### config.mk
export PLATFORM = sky130hd
export DESIGN_NAME = fe_sync_mem
export DESIGN_NICKNAME = d
export VERILOG_FILES = /design/src/rtl/fe_pkg.sv /design/src/rtl/fe_decide.sv /design/src/rtl/fe_word.sv /design/src/rtl/fe_sync_mem.sv
export SDC_FILE = /design/constraint.sdc
export NUM_CORES = 1
export LEC_CHECK = 0
export BUFFER_PORTS_ARGS = -buffer_cell sky130_fd_sc_hd__buf_2
export CAP_MARGIN = 20
export CELL_PAD_IN_SITES_DETAIL_PLACEMENT = 1
export CELL_PAD_IN_SITES_GLOBAL_PLACEMENT = 2
export CORE_MARGIN = 5
export CORE_UTILIZATION = 46
export DETAILED_ROUTE_END_ITERATION = 16
export PLACE_DENSITY_LB_ADDON = 0.1
export SYNTH_ARGS = -nofsm -noshare
export SYNTH_HDL_FRONTEND = slang
export SYNTH_SLANG_ARGS = --single-unit
export TNS_END_PERCENT = 1
### constraint.sdc
create_clock -name clk -period 4.3 [get_ports clk]
set_input_delay 0.43 -clock clk [delete_from_list [all_inputs] [get_ports clk]]
set_output_delay 0.43 -clock clk [all_outputs]
set_load 0.01 [all_outputs]
### src/rtl/fe_pkg.sv
package fe_pkg;

    typedef enum logic [2:0] {
        OP_LOAD         = 3'd0,
        OP_STORE        = 3'd1,
        OP_SYNC_LOAD    = 3'd2,
        OP_LOCK_LOAD    = 3'd3,
        OP_SYNC_STORE   = 3'd4,
        OP_MARK_EMPTY   = 3'd5,
        OP_UNLOCK_STORE = 3'd6,
        OP_NOP          = 3'd7
    } op_e;

    typedef enum logic {
        TAG_EMPTY = 1'b0,
        TAG_FULL  = 1'b1
    } tag_e;

    typedef enum logic [1:0] {
        TCMD_KEEP  = 2'd0,
        TCMD_FILL  = 2'd1,
        TCMD_DRAIN = 2'd2
    } tag_cmd_e;

    typedef enum logic [1:0] {
        RSP_IDLE  = 2'd0,
        RSP_DONE  = 2'd1,
        RSP_RETRY = 2'd2
    } rsp_e;

endpackage

### src/rtl/fe_decide.sv
module fe_decide
    import fe_pkg::*;
(
    input  logic     valid,
    input  op_e      op,
    input  tag_e     tag,
    output rsp_e     rsp,
    output logic     data_we,
    output tag_cmd_e tag_cmd,
    output logic     show_data
);

    always_comb begin
        rsp       = RSP_IDLE;
        data_we   = 1'b0;
        tag_cmd   = TCMD_KEEP;
        show_data = 1'b0;
        if (valid) begin
            rsp = RSP_DONE;
            unique case (op)
                OP_LOAD: begin
                    show_data = 1'b1;
                end
                OP_STORE: begin
                    data_we = 1'b1;
                end
                OP_SYNC_LOAD: begin
                    if (tag == TAG_FULL) begin
                        show_data = 1'b1;
                    end else begin
                        rsp = RSP_RETRY;
                    end
                end
                OP_LOCK_LOAD: begin
                    if (tag == TAG_FULL) begin
                        show_data = 1'b1;
                        tag_cmd   = TCMD_DRAIN;
                    end else begin
                        rsp = RSP_RETRY;
                    end
                end
                OP_SYNC_STORE: begin
                    if (tag == TAG_EMPTY) begin
                        data_we = 1'b1;
                        tag_cmd = TCMD_FILL;
                    end else begin
                        rsp = RSP_RETRY;
                    end
                end
                OP_MARK_EMPTY: begin
                    tag_cmd = TCMD_DRAIN;
                end
                OP_UNLOCK_STORE: begin
                    data_we = 1'b1;
                    tag_cmd = TCMD_FILL;
                end
                OP_NOP: begin
                    rsp = RSP_DONE;
                end
                default: begin
                    rsp = RSP_DONE;
                end
            endcase
        end
    end

endmodule

### src/rtl/fe_word.sv
module fe_word
    import fe_pkg::*;
#(
    parameter int DATA_W = 16
) (
    input  logic              clk,
    input  logic              rst_n,
    input  logic              sel,
    input  logic              data_we,
    input  tag_cmd_e          tag_cmd,
    input  logic [DATA_W-1:0] wdata,
    output logic [DATA_W-1:0] data,
    output tag_e              tag
);

    tag_e tag_q;
    tag_e tag_d;

    // State register of the tag machine
    always_ff @(posedge clk or negedge rst_n) begin
        if (!rst_n) begin
            tag_q <= TAG_FULL;
        end else begin
            tag_q <= tag_d;
        end
    end

    // Next-state: FILL, DRAIN or KEEP
    always_comb begin
        tag_d = tag_q;
        if (sel) begin
            unique case (tag_cmd)
                TCMD_FILL:  tag_d = TAG_FULL;
                TCMD_DRAIN: tag_d = TAG_EMPTY;
                TCMD_KEEP:  tag_d = tag_q;
                default:    tag_d = tag_q;
            endcase
        end
    end

    always_ff @(posedge clk or negedge rst_n) begin
        if (!rst_n) begin
            data <= '0;
        end else if (sel && data_we) begin
            data <= wdata;
        end
    end

    assign tag = tag_q;

endmodule

### src/rtl/fe_sync_mem.sv
module fe_sync_mem
    import fe_pkg::*;
#(
    parameter int ADDR_W = 4,
    parameter int DATA_W = 16,
    parameter int TID_W  = 4
) (
    input  logic              clk,
    input  logic              rst_n,
    input  logic              req_valid,
    input  logic [2:0]        req_op,
    input  logic [ADDR_W-1:0] req_addr,
    input  logic [DATA_W-1:0] req_wdata,
    input  logic [TID_W-1:0]  req_tid,
    output logic              rsp_done,
    output logic              rsp_retry,
    output logic [DATA_W-1:0] rsp_rdata,
    output logic [TID_W-1:0]  rsp_tid
);

    localparam int DEPTH = 1 << ADDR_W;

    logic [DATA_W-1:0] word_data [DEPTH];
    tag_e              word_tag  [DEPTH];
    logic [DEPTH-1:0]  tag_vec;

    op_e      op;
    rsp_e     rsp;
    logic     data_we;
    tag_cmd_e tag_cmd;
    logic     show_data;

    assign op = op_e'(req_op);

    fe_decide u_decide (
        .valid     (req_valid),
        .op        (op),
        .tag       (word_tag[req_addr]),
        .rsp       (rsp),
        .data_we   (data_we),
        .tag_cmd   (tag_cmd),
        .show_data (show_data)
    );

    for (genvar i = 0; i < DEPTH; i++) begin : g_word
        fe_word #(.DATA_W(DATA_W)) u_word (
            .clk     (clk),
            .rst_n   (rst_n),
            .sel     (req_valid && (req_addr == ADDR_W'(i))),
            .data_we (data_we),
            .tag_cmd (tag_cmd),
            .wdata   (req_wdata),
            .data    (word_data[i]),
            .tag     (word_tag[i])
        );
        assign tag_vec[i] = (word_tag[i] == TAG_FULL);
    end

    // Output process
    always_comb begin
        rsp_done  = 1'b0;
        rsp_retry = 1'b0;
        rsp_rdata = '0;
        rsp_tid   = '0;
        unique case (rsp)
            RSP_DONE: begin
                rsp_done = 1'b1;
                rsp_tid  = req_tid;
                if (show_data) begin
                    rsp_rdata = word_data[req_addr];
                end
            end
            RSP_RETRY: begin
                rsp_retry = 1'b1;
                rsp_tid   = req_tid;
            end
            RSP_IDLE: begin
                rsp_done = 1'b0;
            end
            default: begin
                rsp_done = 1'b0;
            end
        endcase
    end

endmodule

**After elaboration in Yosys (flattened, before gate mapping)**

Cells that the tools add are included.
Widths: inputs -> output; s select.

- Flip-flop bits (word level): 272
- Input port bits: 30
- Output and inout bits: 22

- $lt $le $gt $ge: 1
- Eq/ne operators: 25
- Muxes and demuxes: 26
- Bitwise gates (word level): 1
- Reduce and logical (&&, ||, !) cells: 54

Operator list:

| cell | number |
|---|---|
| $bmux 16 s4 | 1 |
| $mux 16 | 4 |
| $eq 4x4->1 const B | 8 |
| $logic_and 1x1->1 | 32 |
| $reduce_and 2->1 | 16 |
| $eq 4x3->1 const B | 4 |
| $mux 2 | 5 |
| $eq 3x3->1 const B | 3 |
| $mux 1 | 9 |
| $eq 4x2->1 const B | 2 |
| $pmux 2 s4 | 1 |
| $eq 3x2->1 const B | 2 |
| $pmux 1 s2 | 3 |
| $reduce_or 2->1 | 3 |
| $ge 5x5->1 const B | 1 |
| $not 4->5 | 1 |
| $bmux 1 s4 | 1 |
| $eq 2x1->1 const B | 2 |
| $eq 2x2->1 const B | 2 |
| $eq 4x1->1 const B | 1 |
| $logic_not 4->1 | 1 |
| $mux 4 | 1 |
| $pmux 2 s2 | 1 |
| $eq 3x1->1 const B | 1 |
| other kinds (2) | 2 |

**Depth between registers and ports, before layout**

- Depth in word-level cells: 10
- Mapped depth: 12
- Gate-level depth less buffers: 8

**Cells and area by module**

Synthesis repeated with hierarchy kept, for this count alone.

- Cells, all modules: 891
- Area total of the unflattened synthesis: 13,942.1 um^2

Modules (own cells, without submodules):

| module | times used | cells each | area each (um^2) | seq. area each (um^2) |
|---|---|---|---|---|
| fe_word | 16 | 40 | 713.2 | 426.7 |
| fe_sync_mem | 1 | 234 | 2,417.3 | 0.0 |
| fe_decide | 1 | 17 | 113.9 | 0.0 |

**Worst setup path before layout**

Ideal clock, no wire load.

- Kind: in2out
- Start: input req_addr[1]
- End: output rsp_rdata[10]
- Arrival: 3.062 ns
- Data required time: 3.870 ns
- Setup slack: 0.808 ns
- Cell stages on the path: 12
- Cells stage by stage: buf_6 > buf_8 > mux2i_1 > mux4_2 > buf_6 > mux2_2 > mux2_2 > ha_1 > nand4_1 > o22a_1 > clkbuf_1 > a21boi_0

- Longest elaborated chain between the ends: 9
- Elaborated cells on any way between the ends: 17
- Those cells by class: eq/ne (1); mux (15); bitwise (1)

RTL lines:

| element | RTL line | text |
|---|---|---|
| start: declaration | fe_sync_mem.sv:12 | `input logic [ADDR_W-1:0] req_addr,` |
| $not 4->5 (not written as such) * | fe_sync_mem.sv:38, fe_sync_mem.sv:70 |  |
| $bmux 1 s4 | fe_sync_mem.sv:38 | `.tag (word_tag[req_addr]),` |
| $mux 1 (not written as such) (2 in series) | fe_sync_mem.sv:38 |  |
| $mux 2 (tied with other cells) | fe_decide.sv:43 | `if (tag == TAG_EMPTY) begin` |
| $pmux 2 s2 or $pmux 1 s2 (tied branches) | fe_decide.sv:20 | `unique case (op)` |
| $mux 2 or $mux 1 (tied branches) | fe_decide.sv:18 | `if (valid) begin` |
| $eq 2x1->1 or $mux 16 (tied branches) | fe_sync_mem.sv:65, fe_sync_mem.sv:69 |  |
| $mux 16 * | fe_sync_mem.sv:65 | `unique case (rsp)` |
| end: declaration | fe_sync_mem.sv:17 | `output logic [DATA_W-1:0] rsp_rdata,` |

Mark *: on every way between the ends. The rest lies on a longest branch, timed or not. The select of a mux whose other input is x is not followed.

**Worst setup path in the final report**

- Start: register g_word[15].u_word.tag_q
- End: output rsp_rdata[11]

- Longest elaborated chain between the ends: 8
- Elaborated cells on any way between the ends: 13
- Those cells by class: eq/ne (1); mux (12)

RTL lines:

| element | RTL line | text |
|---|---|---|
| start: declaration | fe_word.sv:16 | `tag_e tag_q;` |
| start signal: assignment | fe_word.sv:24 | `tag_q <= tag_d;` |
| $bmux 1 s4 * | fe_sync_mem.sv:38 |  |
| $mux 1 (not written as such) * (2 in series) | fe_sync_mem.sv:38 |  |
| $mux 2 (tied with other cells) | fe_decide.sv:43 |  |
| $pmux 2 s2 or $pmux 1 s2 (tied branches) | fe_decide.sv:20 |  |
| $mux 2 or $mux 1 (tied branches) | fe_decide.sv:18 |  |
| $eq 2x1->1 or $mux 16 (tied branches) | fe_sync_mem.sv:65, fe_sync_mem.sv:69 |  |
| $mux 16 * | fe_sync_mem.sv:65 |  |

Marks and branches as above.

==> flow_metrics.env <==
export IMPL_synth_warnings=0
export IMPL_die_area_um2=32100
export IMPL_synthDistinctLibCells=47
export IMPL_fp_dieH_um=179
export IMPL_period_share=0.942
export IMPL_antennaDiodeCount=0
export IMPL_max_freq_ghz=0.247
export IMPL_ant_nets=0
export IMPL_clock_skew_ns=0.0144
export IMPL_cp_end_kind="primary output"
export IMPL_syn_inst=830
export IMPL_synth_edf_count=0
export IMPL_relSlewSlack=0.281
export IMPL_drc_errors=0
export IMPL_fin_util=0.517
export IMPL_placed_cells=1214
export IMPL_placed_area_um2=13700
export IMPL_via_per_inst=5.88
export IMPL_n_fill_cell=2693
export IMPL_synthFlopType="dfrtp_1"
export IMPL_power_leakage_nw=6.55
export IMPL_final_cells=1270
export IMPL_grtUsageTotal=0.215
export IMPL_start_util=0.463
export IMPL_syn_to_final_growth_pct=11.7
export IMPL_fin_hold_ws_ns=0.297
export IMPL_seq_area_frac_synth=0.518
export IMPL_antenna_found_initial=0
export IMPL_min_to="g_word[1].u_word.data[14]$_DFFE_PN0P_"
export IMPL_power_internal_mw=5.31
export IMPL_finalHoldViolations=0
export IMPL_syn_avg_cell_area_um2=15.9
export IMPL_dr_pass1_iters=4
export IMPL_crit_fanout=16
export IMPL_p_switching_mw=1.75
export IMPL_gp_congestion=0.806
export IMPL_num_nets_final=896
export IMPL_ys_ff_latch=272
export IMPL_maxCapViolCount=0
export IMPL_reg2reg_slack_ns=1.33
export IMPL_io_pins=52
export IMPL_clockPowerShare=0.366
export IMPL_fin_area_um2=14700
export IMPL_clk_latency_ns=0.57
export IMPL_cts_sink_count=272
export IMPL_reg2reg_from="g_word[15].u_word.tag$_DFFE_PN1P_"
export IMPL_grt_max_degree=120
export IMPL_power_density_nw_per_um2=479
export IMPL_overflow=0
export IMPL_setup_violations=0
export IMPL_arrival_ns=3.62
export IMPL_synthesis_area_um2=13200
export IMPL_min_from="req_wdata[14]"
export IMPL_htree_levels=1
export IMPL_cts_setup_buffers=0
export IMPL_worstMarginPinSlew_ns=1.08
export IMPL_hpwl_um=20200
export IMPL_die_x_um=179
export IMPL_async_reset_ff_frac=1.00
export IMPL_rows=62
export IMPL_setup_tns_ns=0
export IMPL_initialDrtViolationCount=424
export IMPL_core_um2=28500
export IMPL_path_class="flip-flop to primary output"
export IMPL_seq_power_share=0.471
export IMPL_holdCritPathClass="primary input to flip-flop"
export IMPL_grt_pass1_vias=8577
export IMPL_peakVddDrop_uv=295
export IMPL_r2r_end="g_word[1].u_word.tag$_DFFE_PN1P_"
export IMPL_grt_pass1_wl_um=52500
export IMPL_switching_share=0.248
export IMPL_period_minus_slack_ns=4.05
export IMPL_root_buffer="clkbuf_16"
export IMPL_cp_required_ns=3.87
export IMPL_combPwrFrac=0.163
export IMPL_slew_violations=0
export IMPL_wl_per_cell_um=26.1
export IMPL_clock_path_buffers=3
export IMPL_r2r_cells=8
export IMPL_syn_nets=863
export IMPL_wl_um=33100
export IMPL_vias=7470
export IMPL_cts_buffers_inserted=30
export IMPL_outcome="finished, final reports clean"
export IMPL_cts_tree="yes"
export IMPL_port_buffers=51
export IMPL_clkSlewWorstSetupHoldPaths_ns=0.06
export IMPL_final_layout_size_suffix_gt1_frac=0.564
export IMPL_grt_setup_unrepaired="false"
export IMPL_start_kind="flip-flop"
export IMPL_holdPathStages=2
## metal layers
layer  track usage  routed length (um)  share of wire  up-vias
met2         0.372               16900           0.51      131
met5             0                   0              0        -
met1         0.295               14600           0.44     4076
li1              -                   -              -     3226
met4        0.0470                 655          0.020        0
met3        0.0238                1080          0.033       37
## Yosys cell counts, drive strengths merged, types with 2 or more instances
cell type / count / area share
mux2: 259 / 0.23
dfrtp: 256 / 0.49
mux4: 82 / 0.14
buf: 45 / 0.026
clkbuf: 33 / 0.0094
a21boi: 16 / 0.0091
dfstp: 16 / 0.032
o21ai: 11 / 0.0042
mux2i: 10 / 0.0076
nor3: 10 / 0.0038
o31ai: 10 / 0.0057
a211oi: 9 / 0.0051
nor2b: 7 / 0.0033
a21oi: 6 / 0.0031
a31o: 6 / 0.0040
a31oi: 6 / 0.0057
nor2: 6 / 0.0017
nand2: 5 / 0.0014
a22oi: 4 / 0.0051
nand2b: 4 / 0.0019
a2111oi: 3 / 0.0020
ha: 3 / 0.0028
nand3: 3 / 0.0011
nand3b: 3 / 0.0017
nand4b: 2 / 0.0013
nor3b: 2 / 0.0015
o41ai: 2 / 0.0013
or3: 2 / 0.00095
or3b: 2 / 0.0013
## critical path, stage by stage, from the launching register on
cell	delay [ns]
dfstp_2	0.54
mux2i_1	0.07
mux4_2	0.48
mux2_2	0.35
mux2_2	0.30
ha_1	0.27
nand4b_1	0.13
o22a_2	0.52
a21boi_0	0.21
buf_2	0.18
## power groups by stage
stage | registers, mW | logic [mW] | clock network, mW
finish | 3.32 | 1.15 | 2.58
global route | 3.38 | 1.26 | 2.76
CTS | 3.33 | 1.18 | 2.66
detailed placement | 3.37 | 1.17 | 0
global placement | 3.31 | 1.11 | 0
floorplan | 3.27 | 0.911 | 0
## placed cells by master, fill, tap and decap left out, types with 9 or more instances in the layout
cell type | netlist | routed
mux2_4 | 20 | 20
a211oi_1 | 9 | 9
mux2i_1 | 10 | 10
mux4_2 | 82 | 82
o31ai_1 | 10 | 10
buf_4 | 8 | 26
nor3_1 | 10 | 10
o21ai_0 | 11 | 11
dfstp_2 | 16 | 16
clkbuf_16 | 0 | 30
clkinv_2 | 0 | 11
dfrtp_1 | 256 | 256
buf_2 | 15 | 48
a21boi_0 | 16 | 16
mux2_2 | 234 | 234
## how the worst max path moves through the flow
stage / start / depth (start not counted) / end
CTS: g_word[15].u_word.tag$_DFFE_PN1P_ / 9 / rsp_rdata[11]
floorplan: req_addr[1] / 12 / rsp_rdata[10]
detailed placement: req_addr[1] / 10 / rsp_rdata[11]
global placement: req_addr[1] / 10 / rsp_rdata[12]
global route: g_word[11].u_word.tag$_DFFE_PN1P_ / 9 / rsp_rdata[10]
finish: g_word[15].u_word.tag$_DFFE_PN1P_ / 9 / rsp_rdata[11]
## state kept, by name, indices dropped and copies added, names as in the netlist
register and flops:
g_word.u_word.data 256, g_word.u_word.tag 16
## logic make-up after synthesis
logic type / after synthesis / share of synthesized area
AOI/OAI and AO/OA: 75 / 0.0467
adders and majority gates: 3 / 0.00285
buffers and inverters: 79 / 0.0356
DFF: 272 / 0.518
muxes: 351 / 0.375
and+or+nand+nor: 50 / 0.0224
## stage by stage
stage | worst slack, ns | power [mW]
finish | 0.251 | 7.06
global route | 0.130 | 7.40
CTS | 0.225 | 7.16
detailed placement | 0.282 | 4.54
global placement | 0.395 | 4.42
floorplan | 0.808 | 4.18
## what timing repair did
| item | CTS | global route |
|---|---|---|
| setup endpoints to repair | 16 | 0 |
| endpoints found under the hold margin | 85 | 0 |
| hold buffers | 1 | 0 |
| gates resized for setup | 1 | 0 |
## area by class of cell
cell class	count	area [um2]	share of cell area
sequential	272	6830	0.463
timing repair buffer	79	520	0.0353
inverter	1	3.75	0.000255
clock buffer	40	858	0.0583
multi-input combinational	479	5890	0.400
tap	384	480	0.0326
clock inverter	15	153	0.0104
(Power assumes the default switching activity.)
